$ cat src/rtl/busseq_pkg.sv
package busseq_pkg;

  typedef enum logic [1:0] {
    KIND_FETCH = 2'd0,
    KIND_READ  = 2'd1,
    KIND_WRITE = 2'd2,
    KIND_NONE  = 2'd3
  } busKind_e;

  typedef enum logic [2:0] {
    ST_IDLE = 3'd0,
    ST_T1   = 3'd1,
    ST_T2   = 3'd2,
    ST_TW   = 3'd3,
    ST_T3   = 3'd4,
    ST_T4   = 3'd5
  } tState_e;

  // control -> datapath strobes
  typedef struct packed {
    logic loadReq;   // latch the request, pick the PC for a fetch
    logic isFetch;   // the request being latched is a fetch
    logic capRead;   // capture the data input
    logic incRfsh;   // step the refresh counter
    logic selRfsh;   // drive the refresh address
  } dpCtl_t;

endpackage

$ cat src/rtl/busseq_ctrl.sv
module busseq_ctrl
  import busseq_pkg::*;
(
  input  logic   clk2x,
  input  logic   rstN,
  input  logic   reqValid,
  input  logic [1:0] reqKind,
  input  logic   waitN,
  output dpCtl_t ctl,
  output logic   reqReady,
  output logic   done,
  output logic   m1N,
  output logic   mreqN,
  output logic   rdN,
  output logic   wrN,
  output logic   rfshN,
  output logic   dataOe
);

  tState_e  state;
  logic     phase;
  busKind_e kindQ;
  logic     accept;
  logic     isFetch;
  logic     isRead;
  logic     isWrite;
  logic     inT1, inT2, inTW, inT3, inT4;
  logic     early;
  logic     lastHalf;

  assign inT1 = (state == ST_T1);
  assign inT2 = (state == ST_T2);
  assign inTW = (state == ST_TW);
  assign inT3 = (state == ST_T3);
  assign inT4 = (state == ST_T4);

  assign isFetch = (kindQ == KIND_FETCH);
  assign isRead  = (kindQ == KIND_READ);
  assign isWrite = (kindQ == KIND_WRITE);

  assign accept   = (state == ST_IDLE) && reqValid && (reqKind != KIND_NONE);
  assign reqReady = (state == ST_IDLE);

  // T1 second half up to the end of the last wait state
  assign early = (inT1 && phase) || inT2 || inTW;

  assign lastHalf = phase && ((isFetch && inT4) || (!isFetch && inT3));
  assign done     = lastHalf;

  always_ff @(posedge clk2x or negedge rstN) begin
    if (!rstN) begin
      state <= ST_IDLE;
      phase <= 1'b0;
      kindQ <= KIND_FETCH;
    end else if (state == ST_IDLE) begin
      phase <= 1'b0;
      if (accept) begin
        state <= ST_T1;
        kindQ <= busKind_e'(reqKind);
      end
    end else if (!phase) begin
      phase <= 1'b1;
    end else begin
      phase <= 1'b0;
      unique case (state)
        ST_T1:        state <= ST_T2;
        ST_T2, ST_TW: state <= waitN ? ST_T3 : ST_TW;
        ST_T3:        state <= isFetch ? ST_T4 : ST_IDLE;
        default:      state <= ST_IDLE;
      endcase
    end
  end

  // strobe decode
  always_comb begin
    m1N    = 1'b1;
    mreqN  = 1'b1;
    rdN    = 1'b1;
    wrN    = 1'b1;
    rfshN  = 1'b1;
    dataOe = 1'b0;
    if (isFetch) begin
      m1N   = !(inT1 || inT2 || inTW);
      mreqN = !(early || (inT3 && phase) || (inT4 && !phase));
      rdN   = !early;
      rfshN = !(inT3 || inT4);
    end else if (isRead) begin
      mreqN = !(early || (inT3 && !phase));
      rdN   = !(early || (inT3 && !phase));
    end else if (isWrite) begin
      mreqN  = !(early || (inT3 && !phase));
      wrN    = !((inT2 && phase) || inTW || (inT3 && !phase));
      dataOe = early || inT3;
    end
  end

  always_comb begin
    ctl.loadReq = accept;
    ctl.isFetch = (reqKind == KIND_FETCH);
    ctl.capRead = isFetch ? ((inT2 || inTW) && phase && waitN)
                          : (isRead && inT3 && !phase);
    ctl.incRfsh = isFetch && lastHalf;
    ctl.selRfsh = isFetch && (inT3 || inT4);
  end

endmodule

$ cat src/rtl/busseq_dp.sv
module busseq_dp
  import busseq_pkg::*;
#(
  parameter int ADDR_W   = 16,
  parameter int DATA_W   = 8,
  parameter int RFSH_W   = 7,
  parameter logic [ADDR_W-1:0] PC_RESET = '0
) (
  input  logic              clk2x,
  input  logic              rstN,
  input  dpCtl_t            ctl,
  input  logic [ADDR_W-1:0] reqAddr,
  input  logic [DATA_W-1:0] reqWrData,
  input  logic [DATA_W-1:0] dataIn,
  output logic [ADDR_W-1:0] addrBus,
  output logic [DATA_W-1:0] dataOut,
  output logic [DATA_W-1:0] rdData
);

  localparam int PAD_W = ADDR_W - RFSH_W;

  logic [ADDR_W-1:0] pcQ;
  logic [ADDR_W-1:0] addrQ;
  logic [RFSH_W-1:0] rfshQ;
  logic [DATA_W-1:0] wrQ;
  logic [DATA_W-1:0] rdQ;

  always_ff @(posedge clk2x or negedge rstN) begin
    if (!rstN) begin
      pcQ   <= PC_RESET;
      addrQ <= '0;
      wrQ   <= '0;
    end else if (ctl.loadReq) begin
      wrQ <= reqWrData;
      if (ctl.isFetch) begin
        addrQ <= pcQ;
        pcQ   <= pcQ + 1'b1;
      end else begin
        addrQ <= reqAddr;
      end
    end
  end

  always_ff @(posedge clk2x or negedge rstN) begin
    if (!rstN) begin
      rfshQ <= '0;
    end else if (ctl.incRfsh) begin
      rfshQ <= rfshQ + 1'b1;
    end
  end

  always_ff @(posedge clk2x or negedge rstN) begin
    if (!rstN) begin
      rdQ <= '0;
    end else if (ctl.capRead) begin
      rdQ <= dataIn;
    end
  end

  assign addrBus = ctl.selRfsh ? {{PAD_W{1'b0}}, rfshQ} : addrQ;
  assign dataOut = wrQ;
  assign rdData  = rdQ;

endmodule

$ cat src/rtl/busseq_top.sv
module busseq_top
  import busseq_pkg::*;
#(
  parameter int ADDR_W   = 16,
  parameter int DATA_W   = 8,
  parameter int RFSH_W   = 7,
  parameter logic [ADDR_W-1:0] PC_RESET = '0
) (
  input  logic              clk2x,
  input  logic              rstN,
  input  logic              reqValid,
  input  logic [1:0]        reqKind,
  input  logic [ADDR_W-1:0] reqAddr,
  input  logic [DATA_W-1:0] reqWrData,
  output logic              reqReady,
  output logic              done,
  output logic [DATA_W-1:0] rdData,
  input  logic              waitN,
  output logic [ADDR_W-1:0] addrBus,
  input  logic [DATA_W-1:0] dataIn,
  output logic [DATA_W-1:0] dataOut,
  output logic              dataOe,
  output logic              m1N,
  output logic              mreqN,
  output logic              rdN,
  output logic              wrN,
  output logic              rfshN
);

  dpCtl_t ctl;

  busseq_ctrl u_ctrl (
    .clk2x    (clk2x),
    .rstN     (rstN),
    .reqValid (reqValid),
    .reqKind  (reqKind),
    .waitN    (waitN),
    .ctl      (ctl),
    .reqReady (reqReady),
    .done     (done),
    .m1N      (m1N),
    .mreqN    (mreqN),
    .rdN      (rdN),
    .wrN      (wrN),
    .rfshN    (rfshN),
    .dataOe   (dataOe)
  );

  busseq_dp #(
    .ADDR_W   (ADDR_W),
    .DATA_W   (DATA_W),
    .RFSH_W   (RFSH_W),
    .PC_RESET (PC_RESET)
  ) u_dp (
    .clk2x     (clk2x),
    .rstN      (rstN),
    .ctl       (ctl),
    .reqAddr   (reqAddr),
    .reqWrData (reqWrData),
    .dataIn    (dataIn),
    .addrBus   (addrBus),
    .dataOut   (dataOut),
    .rdData    (rdData)
  );

endmodule

$ cat config.mk
export PLATFORM = sky130hd
export DESIGN_NAME = busseq_top
export DESIGN_NICKNAME = d
export VERILOG_FILES = /design/src/rtl/busseq_pkg.sv /design/src/rtl/busseq_ctrl.sv /design/src/rtl/busseq_dp.sv /design/src/rtl/busseq_top.sv
export SDC_FILE = /design/constraint.sdc
export NUM_CORES = 1
export LEC_CHECK = 0
export BUFFER_PORTS_ARGS = -buffer_cell sky130_fd_sc_hd__buf_4
export CAP_MARGIN = 10
export CORE_ASPECT_RATIO = 2
export CORE_MARGIN = 2
export CORE_UTILIZATION = 48
export DETAILED_ROUTE_END_ITERATION = 12
export GPL_TIMING_DRIVEN = 0
export PLACE_DENSITY_LB_ADDON = 0.2
export SYNTH_ARGS = -nofsm -noshare
export SYNTH_HDL_FRONTEND = slang
export SYNTH_HIERARCHICAL = 1
export SYNTH_SLANG_ARGS = --single-unit
$ cat constraint.sdc
create_clock -name clk2x -period 2.41 [get_ports clk2x]
set_clock_uncertainty 0.2 [all_clocks]
set_input_delay 0.482 -clock clk2x [delete_from_list [all_inputs] [get_ports clk2x]]
set_output_delay 0.482 -clock clk2x [all_outputs]
set_load 0.02 [all_outputs]
==> results.tsv <==
stage	metric	value	unit
outcome	status	finished with violations	
outcome	violations	setup timing	
power_and_ir_drop	switching_power	0.001823	W
global_routing	grt_overflow	0	
worst_setup_path	cp_slowest_stage_delay	0.52	ns
clocking	cts_tree	built	
route	ant_nets	0	
layout	drive_gt1_share	42.47	%
clocking	cts.sinks	61	
worst_setup_path	path_buf_inv	5	
synth	ys_seq_area_share	50.83	%
die	ios	78	
route	drcViolationCount	0	
timing	max_slew.worst_pin.slew	0.7651	ns
timing	final.setup.tns	-5.559	ns
worst_hold_path	hold_path_class	in2async	
worst_setup_path	crit_family	buffers and inverters	
route	vias_per_cell	5.327	
clocking	cts_root_buf	clkbuf_16	
synth	avgSynthCellArea	11.42	um^2
placement	dp_hpwl	4870	um
die	start_util	50.00	%
die	die_w	59.93	um
flow_run	maxCapViolations	0	
die	dieArea	6943	um^2
clocking	cts_made_buffers	9	
worst_setup_path	cp-end-kind	output pin	
die	rows	40	
timing	final.min_clock_period	2.797	ns
timing	finalSetupViolCount	16	
clocking	clock_latency	0.33	ns
synth	synth_cell_type_count	43	
layout	final_common_cell	buf_4	
route	first_pass_iters	4	
power_and_ir_drop	swShare	35.43	%
worst_setup_path	worstPathRequired	1.73	ns
power_and_ir_drop	p_seq_share	31.5	%
power_and_ir_drop	power_leakage	1.943	nW
layout	final_area	4094	um^2
clocking	cts.clk_slew.worst_paths	0.05	ns
global_routing	grt_max_degree	62	
route	wl_per_cell	16.11	um
power_and_ir_drop	combPwrFrac	46.0	%
timing	rsz0062_at_grt	yes	
timing	whs	0.02245	ns
route	vias	2280	
timing	fin_ws	-0.3870	ns
route	wirelength	6895	um
clocking	cts_max_level	3	
timing	timing.fmax	0.3575	GHz
global_routing	grt_pass1_vias	2344	
power_and_ir_drop	peakVddDrop	644.7	uV
layout	stdcell_count	428	
timing	slew_headroom	49.00	%
synth	ys_warn_count	6	
clocking	cts_hold_buf	0	
worst_setup_path	crit_path_start_kind	flop	
placement	placed_area	3684	um^2
placement	numPlacedInstances	403	
timing	slew_viol_final	0	
worst_setup_path	critPathMaxFanout	8	
die	die_h	115.9	um
synth	netlist_area	3003	um^2
timing	final_hold_viol_count	0	
global_routing	grt_antenna_before_repair	0	
layout	diodes	0	
worst_setup_path	crit_top_cell	buf_6	
power_and_ir_drop	p_clk_share	22.5	%
worst_setup_path	worst-setup-path-type	reg2out	
layout	area_growth	36.33	%
worst_setup_path	crit_arrival	2.12	ns
placement	gp_congestion	0.7471	
die	coreArea	6006	um^2
synth	ys_seq_elements	61	
power_and_ir_drop	pwr_density_cell	1257	nW/um^2
clocking	clockBufferDepth	2	
power_and_ir_drop	p_int	0.003323	W
layout	layout_common_cells	buf_4 (85), dfrtp_1 (61), nor2_1 (27)	
worst_setup_path	path_cells	buf_6 > or4b_4 > inv_2 > buf_6 > clkbuf_16 > mux2_4 > buf_6	
synth	synth_nets	303	
placement	port_buffers	77	
route	dr.first_iter.drc_count	92	
global_routing	grt_pass1_wl	11010	um
timing	fin_crit_sh	116.1	%
global_routing	track_usage	22.05	%
layout	fin_nets	400	
worst_setup_path	cp_slowest_cell	or4b_4	
synth	syn_inst	263	
## worst paths after layout
check | startpoint | endpoint | slack [ns] | cells after the start
worst min register to register | u_dp/rfshQ[6] | u_dp/rfshQ[6] | 0.27 | 1
worst max register to register | u_ctrl/state[1] | u_dp/pcQ[11] | 0.07 | 7
worst max-delay path | u_ctrl/kindQ[1] | addrBus[6] | -0.39 | 7
max in group asynchronous | rstN | u_dp/addrQ[13] | 1.47 | 1
min in group clk2x | dataIn[0] | u_dp/rdData[0] | 0.19 | 2
worst min-delay path | rstN | u_dp/dataOut[5] | 0.02 | 1
## power groups by stage
stage	Combinational (W)	Sequential, W	Clock, W
6_report	0.00237	0.00162	0.00116
5_1_grt	0.00254	0.00167	0.00124
4_1_cts	0.00235	0.00161	0.00120
3_5_place_dp	0.00226	0.00161	0
3_3_place_gp	0.00223	0.00159	0
2_1_floorplan	0.00129	0.00174	0
## cell usage after synthesis
library cell	instances	share of area (%)
a211oi_1	1	0.25
nor3_1	2	0.33
buf_2	6	1.0
o221ai_2	1	0.50
a21o_1	1	0.25
nand4_2	1	0.42
and3_2	1	0.25
clkbuf_8	1	0.46
and4_2	1	0.33
mux2_2	27	10
nand2_1	13	1.6
a221o_1	1	0.33
o41ai_1	1	0.29
or2b_1	1	0.25
nor2_1	28	3.5
or4b_4	2	0.92
and2b_2	1	0.29
buf_6	1	0.37
ha_1	2	0.83
nor4b_1	1	0.29
nand2_4	1	0.37
inv_1	3	0.37
nand3_1	6	1.0
or2_2	2	0.42
nand4b_1	2	0.58
o22a_1	2	0.58
and2_1	1	0.21
buf_8	1	0.50
o31a_1	1	0.29
clkbuf_1	5	0.63
nor2b_1	11	2.3
nand4_1	4	0.83
and4_1	2	0.58
a21oi_1	21	3.5
and3_1	2	0.42
xor2_1	6	1.7
nor4_4	1	0.71
xnor2_1	17	5.0
o22ai_1	1	0.21
buf_4	3	0.75
dfrtp_1	61	51
mux2i_1	16	5.3
o21bai_1	1	0.25
## registers in the layout, indices dropped and copies added, names as in the netlist
| signal | count |
|---|---|
| u_dp/addrQ | 16 |
| u_dp/pcQ | 16 |
| u_dp/dataOut | 8 |
| u_dp/rdData | 8 |
| u_dp/rfshQ | 7 |
| u_ctrl/state | 3 |
| u_ctrl/kindQ | 2 |
| u_ctrl/phase | 1 |
## metrics by stage
stage	power, W	utilization, %	setup WS, ns
after detailed placement	0.003870	61.33	-0.3394
after global placement	0.003814	61.33	-0.3454
after floorplan	0.003023	-	-0.02180
final	0.005146	68.17	-0.3870
after CTS	0.005155	67.52	-0.3983
after global routing	0.005443	68.17	-0.4528
## logic make-up after synthesis
family          after synthesis  synth area share, %
simple gates                 83                15.63
flops                        61                50.83
fa+ha+maj                     2               0.8332
mux                          43                15.46
xor+xnor                     23                6.708
compound gates               31                6.459
buf+inv                      20                4.083
## area by class of cell
type | count | area [um^2]
Clock inverter | 1 | 5.005
Sequential cell | 61 | 1526
Timing Repair Buffer | 89 | 690.7
Buffer | 14 | 131.4
Tap cell | 63 | 78.83
Inverter | 3 | 11.26
Multi-Input combinational cell | 182 | 1383
Clock buffer | 15 | 267.8
Fill cell | 478 | 1912
## timing repair
item	4_1_cts	5_1_grt
gates resized for setup	14	7
setup buffers	8	4
pin swaps	6	4
endpoints found under the setup margin	48	28
endpoints found under the hold margin	0	0
## worst reg2reg max path: stages, from the launching register on
cell	delay, ns
dfrtp_1	0.43
or4b_4	0.57
a21oi_4	0.16
buf_6	0.13
nand2_4	0.06
nor4_4	0.36
nand4_1	0.16
xnor2_1	0.15
## per-layer routing
layer,GRT usage (%),part of all wire [%],up-vias,routed length [um]
li1,-,-,1100,-
met1,22.02,35,1125,2388
met2,40.43,60,45,4106
met3,6.250,4.0,10,275
met4,9.630,1.8,0,125
met5,0,0,-,0
(Power assumes the default switching activity.)
